**config.mk**
```make
export PLATFORM = sky130hd
export DESIGN_NAME = bcd_down_digit
export DESIGN_NICKNAME = d
export VERILOG_FILES = /design/src/rtl/bcd_digit_pkg.sv /design/src/rtl/bcd_next_sel.sv /design/src/rtl/bcd_flags.sv /design/src/rtl/bcd_down_digit.sv
export SDC_FILE = /design/constraint.sdc
export NUM_CORES = 1
export LEC_CHECK = 0
export BUFFER_PORTS_ARGS = -buffer_cell sky130_fd_sc_hd__buf_2
export CAP_MARGIN = 25
export CORE_AREA = 10 10 47 49
export CTS_CLUSTER_SIZE = 10
export DETAILED_ROUTE_END_ITERATION = 12
export DIE_AREA = 0 0 57 59
export MAX_ROUTING_LAYER = met4
export PLACE_DENSITY = 0.61
export SKIP_LAST_GASP = 1
export SLEW_MARGIN = 20
export SYNTH_ARGS = -nofsm -noshare
export SYNTH_HDL_FRONTEND = slang
export SYNTH_SLANG_ARGS = --single-unit
```
**constraint.sdc**
```tcl
create_clock -name clk_i -period 1.6 [get_ports clk_i]
set_input_delay 0.32 -clock clk_i [delete_from_list [all_inputs] [get_ports clk_i]]
set_output_delay 0.32 -clock clk_i [all_outputs]
set_load 0.01 [all_outputs]
```
**src/rtl/bcd_digit_pkg.sv**
```systemverilog
package bcd_digit_pkg;
  localparam int unsigned DIGIT_W = 4;
  localparam int unsigned DIGIT_MAX = 9;
  typedef logic [DIGIT_W-1:0] digit_t;
  localparam digit_t TOP_CODE = digit_t'(DIGIT_MAX);
endpackage

```
**src/rtl/bcd_next_sel.sv**
```systemverilog
module bcd_next_sel
  import bcd_digit_pkg::*;
(
  input  digit_t cur_i,
  input  logic   step_i,
  input  logic   carry_i,
  input  logic   load_i,
  input  digit_t load_val_i,
  output digit_t nxt_o
);
  digit_t load_sat;
  digit_t dec_val;

  assign load_sat = (load_val_i > TOP_CODE) ? TOP_CODE : load_val_i;

  always_comb begin
    if (cur_i > TOP_CODE)       dec_val = TOP_CODE;   // illegal code recovery
    else if (cur_i == '0)       dec_val = carry_i ? TOP_CODE : '0;
    else                        dec_val = cur_i - digit_t'(1);
  end

  always_comb begin
    if (load_i)      nxt_o = load_sat;
    else if (step_i) nxt_o = dec_val;
    else             nxt_o = cur_i;
  end
endmodule

```
**src/rtl/bcd_flags.sv**
```systemverilog
module bcd_flags
  import bcd_digit_pkg::*;
(
  input  digit_t cnt_i,
  output logic   zero_n_o,
  output logic   any_o
);
  logic [DIGIT_W:0] acc;
  assign acc[0] = 1'b0;
  for (genvar b = 0; b < DIGIT_W; b++) begin : g_or
    assign acc[b+1] = acc[b] | cnt_i[b];
  end
  assign zero_n_o = acc[DIGIT_W];
  assign any_o    = acc[DIGIT_W];
endmodule

```
**src/rtl/bcd_down_digit.sv**
```systemverilog
module bcd_down_digit
  import bcd_digit_pkg::*;
#(
  parameter logic [3:0] RESET_CODE = 4'd0
) (
  input  logic       clk_i,
  input  logic       rst_ni,
  input  logic       step_i,
  input  logic       carry_i,
  input  logic       load_i,
  input  logic [3:0] load_val_i,
  output logic [3:0] count_o,
  output logic       clk_out_o,
  output logic       carry_out_o
);
  digit_t cnt_q, cnt_d;

  bcd_next_sel i_next (
    .cur_i      (cnt_q),
    .step_i     (step_i),
    .carry_i    (carry_i),
    .load_i     (load_i),
    .load_val_i (load_val_i),
    .nxt_o      (cnt_d)
  );

  always_ff @(posedge clk_i or negedge rst_ni) begin
    if (!rst_ni) cnt_q <= RESET_CODE;
    else         cnt_q <= cnt_d;
  end

  bcd_flags i_flags (
    .cnt_i    (cnt_q),
    .zero_n_o (clk_out_o),
    .any_o    (carry_out_o)
  );

  assign count_o = cnt_q;
endmodule

```
== Yosys cells after proc, flatten, opt, wreduce, memory -nomap -nowiden ==
Index checks and enable logic that the tools add are counted.
W data, S select, Z words.
Cells by class
  bitwise gates (word level): 3
  equal/unequal tests: 0
  reduce and logical (&&, ||, !) cells: 2
  mux-type cells: 6
  div/mod/pow operators: 0
  add/sub/neg operators: 1
  $mul: 0
  shift-type cells: 0
  $lt $le $gt $ge: 2
Operator list (number)
  $mux W4: 6
  $gt A4 B4 Y1 const B: 2
  $logic_not A4 Y1: 1
  $sub A4 B1 Y4 const B: 1
  $or A1 B1 Y1: 3
  $reduce_bool A2 Y1: 1
Storage, ports and cells
  logic and storage cells: 15
  memory bits (read-only): 0
  memory bits (writable): 0
  input port bits: 9
  memories kept: 0
  register bits after elaboration: 4
  bits in latches: 0

== Longest topological paths before layout ==
  word-level depth: 5
  gate-level depth with buffers: 5
  depth with buffers taken out: 5

== Cells and area by module ==
From an unflattened synthesis, not the netlist that was laid out.
Second synthesis, totals
  cells, all modules: 41
  area total of the unflattened synthesis: 377.9 sq um
By module, submodules not included
  bcd_next_sel: seq. area each 0.0 sq um, cells an instance 35, times used 1, area each 262.8 sq um
  bcd_down_digit: seq. area each 100.1 sq um, cells an instance 4, times used 1, area each 100.1 sq um
  bcd_flags: seq. area each 0.0 sq um, cells an instance 2, times used 1, area each 15.0 sq um

== Worst setup path after synthesis ==
Ideal clock, no wire load.
  path type: reg-to-output
  from: reg cnt_q[0], in the netlist count_o[0]
  to: out clk_out_o
  data required time: 1280 ps
  setup slack: 77 ps
  stages on the path, launching flop included: 6
  data arrival time: 1203 ps
  cell sequence: dfrtp_1 > inv_1 > ha_1 > ha_1 > nand2b_1 > buf_4
On the way
  word-level cells in the longest chain between the ends: 3
Ends and longest elaborated chain
  start: declaration: RTL line bcd_down_digit.sv:16  | digit_t cnt_q, cnt_d;
  start signal: assignment: RTL line bcd_down_digit.sv:29  | else cnt_q <= cnt_d;
  $or A1 B1 Y1 (3 in a row): RTL line bcd_flags.sv:11  | assign acc[b+1] = acc[b] | cnt_i[b];
  end: declaration: RTL line bcd_down_digit.sv:13  | output logic clk_out_o,
No other way between the ends.

== Worst setup path in the final report ==
  from: reg cnt_q[1], in the netlist count_o[1]
  to: out carry_out_o
On the way
  word-level cells in the longest chain between the ends: 3
Ends and longest elaborated chain
  $or A1 B1 Y1 (3 in a row): RTL line bcd_flags.sv:11
  end: declaration: RTL line bcd_down_digit.sv:14  | output logic carry_out_o
No other way between the ends.

==> impl_metrics.toml <==
[pwr]
power.density_mw_per_mm2 = 985
pwr-share-comb_pct = 45.0
p_leak_uw = 0.000229
netSwitchingFraction_pct = 37.0
p_int_uw = 319
ir_drop_mv = 0.424
pwr-share-seq_pct = 30.2
power_switching_uw = 187
clock_power_share_pct = 24.8

[timing]
clock_skew_ps = 3.11
setup_tns_ps = 0
maxSlewViolCount = 0
grt_setup_unrepaired = "no"
finalHoldViolCount = 0
final.period_utilization_pct = 95.2
fin_crit_ps = 1520
max_slew_margin_pct = 73.2
setup_viol = 0
clock.fmax_mhz = 657
worst_slew_pin_slew_ps = 401

[synthesis]
seq_area_frac_synth_pct = 26.8
syn_area_per_cell_um2 = 8.50
syn-num-nets = 56
yosysTopAreaCell = "dfrtp_1"
synth_edf_count = 0
synth_area_leaders = "dfrtp_1 27%, ha_1 10%, inv_1 5.0%"
synth_most_common_cell = "inv_1"
async_flop_share_pct = 100
dominantRegCellSynth = "dfrtp_1"
mappedNetlistArea_um2 = 374
yosysUniqueCellTypes = 29
syn_inst = 44
ys_warn_count = 0
synth_seq_cells = 4
synthTopCellsByCount = "5 x inv_1, 4 x dfrtp_1, 4 x nor2_1"
synth_top_area_share_pct = 26.8

[drt]
wl_um = 1040
met1_length_um = 442
top_layer = "met4"
wl_per_cell_um = 13.3
drt_iter0_drc = 17
vias = 400
drtPass1Iterations = 4
dr_wl_met3_um = 103
via_per_inst = 5.13
ant_nets = 0
drc = 0
wl_met2_um = 473

[status]
status = "finished clean"

[setup_path]
crit_type = "register to output pin"
worstPathArrival_ps = 1200
crit_required_ps = 1280
worstReg2RegStart = "count_o[0]"
cp-end-kind = "output pin"
crit_start = "count_o[1]"
cp-start-kind = "register"
cp_max_fo = 6

[layout]
fill_cells = 151
largest_reg_flops = 4
final_area_um2 = 513
fin_nets = 76
final_cells = 78
drive_gt1_share_pct = 43.5
post-route-util_pct = 36.6
area_delta_synth_final_pct = 37.1
n_antenna_cell = 0

[global_routing]
grt-ovfl-total = 0
grt.total_usage_pct = 6.84
grt_pass1_wl_um = 1750
grt_max_degree = 10
antenna_found_initial = 0
grt_pass1_vias = 399

[placed_design]
place_area_um2 = 459
hpwlAfterDp_um = 847
finalWeightedCongestion = 0.831
portBuffers = 14
dpl.cell_count = 73

[clocking]
clk_path_buf_depth = 2
clk_pin_slew_ps = 40
clock_sinks = 4
cts_tree = "done"
cts_buffers = 3
clk_latency_ps = 230
htree_levels = 1
root_buffer = "clkbuf_4"

[hold_path]
hold_class = "input port to async pin"

[die]
rows = 14
core_mm2 = 0.00140
dieArea_mm2 = 0.00336
ioPinCount = 15
fp.dieW_um = 57
start_util_pct = 26.7
die_h_um = 59

[job]
maxCapViolCount = 0
-- routing by layer --
layer / track usage, % / up-vias
li1: - / 201
met1: 7.48 / 179
met2: 9.61 / 18
met3: 3.65 / 2
met4: 4.03 / 0
met5: - / -
-- per-stage QoR --
stage	hold slack [ps]	power (uW)	setup slack, ps
after detailed placement	128	364	21.1
after floorplan	24.4	283	76.6
final	415	506	76.9
after CTS	409	512	23.8
after global routing	425	557	9.32
after global placement	127	363	50.9
-- cells by family after synthesis --
kind of cell    after synthesis  share of synthesized area (%)
simple gates                 15                           23.1
compound gates               13                           26.1
buf+inv                       7                           8.36
flops                         4                           26.8
fa+ha+maj                     3                           10.0
mux                           2                           5.69
-- layout make-up --
| type | instances | area [um^2] | share of cell area (%) |
|---|---|---|---|
| well taps | 16 | 20.0 | 3.90 |
| flip-flops and latches | 4 | 101 | 19.8 |
| multi-input cells | 33 | 255 | 49.8 |
| repair buffers | 17 | 95.1 | 18.5 |
| clock buffers | 3 | 22.5 | 4.39 |
| inverters | 5 | 18.8 | 3.66 |
-- critical path: stages, from the launching register on --
cell	delay, ps
dfrtp_1	360
inv_2	60
ha_4	170
ha_1	170
nand2b_1	70
buf_2	130
-- what timing repair did --
action | in CTS | in global routing
gates resized for setup | 2 | 3
setup endpoints to repair | 2 | 2
hold buffers | 1 | 0
setup buffers | 1 | 0
endpoints found under the hold margin | 4 | 0
-- path summary, 6_finish.rpt --
| kind | end | slack [ps] | depth (start not counted) |
|---|---|---|---|
| worst max-delay path | carry_out_o | 80 | 5 |
| worst min-delay path | count_o[1] | 420 | 2 |
| worst max register to register | count_o[2] | 110 | 5 |
| worst min register to register | count_o[2] | 640 | 2 |
| max in group asynchronous | count_o[2] | 1060 | 2 |
| min in group clk_i | count_o[1] | 440 | 2 |
-- placed cells by master, fill, tap and decap left out, drive strengths merged --
| cell type | n |
|---|---|
| a2111oi | 1 |
| a21o | 1 |
| a21oi | 1 |
| a2bb2oi | 1 |
| a31oi | 1 |
| buf | 16 |
| clkbuf | 3 |
| dfrtp | 4 |
| dlygate4sd3 | 1 |
| ha | 3 |
| inv | 5 |
| mux2 | 1 |
| mux2i | 1 |
| nand2 | 2 |
| nand2b | 2 |
| nand3b | 1 |
| nor2 | 4 |
| nor3 | 1 |
| nor3b | 2 |
| nor4 | 1 |
| o211ai | 1 |
| o21a | 1 |
| o21ai | 2 |
| o21bai | 1 |
| o221ai | 1 |
| o31a | 1 |
| o32ai | 1 |
| or2 | 1 |
| or3 | 1 |
-- power groups by stage --
stage          sequential (uW)  clock [uW]  combinational, uW
2_1_floorplan              161           0                122
4_1_cts                    150         132                229
6_report                   153         125                228
3_3_place_gp               153           0                210
5_1_grt                    159         141                257
3_5_place_dp               153           0                211
Note: power is estimated with default switching activity, not from simulation.
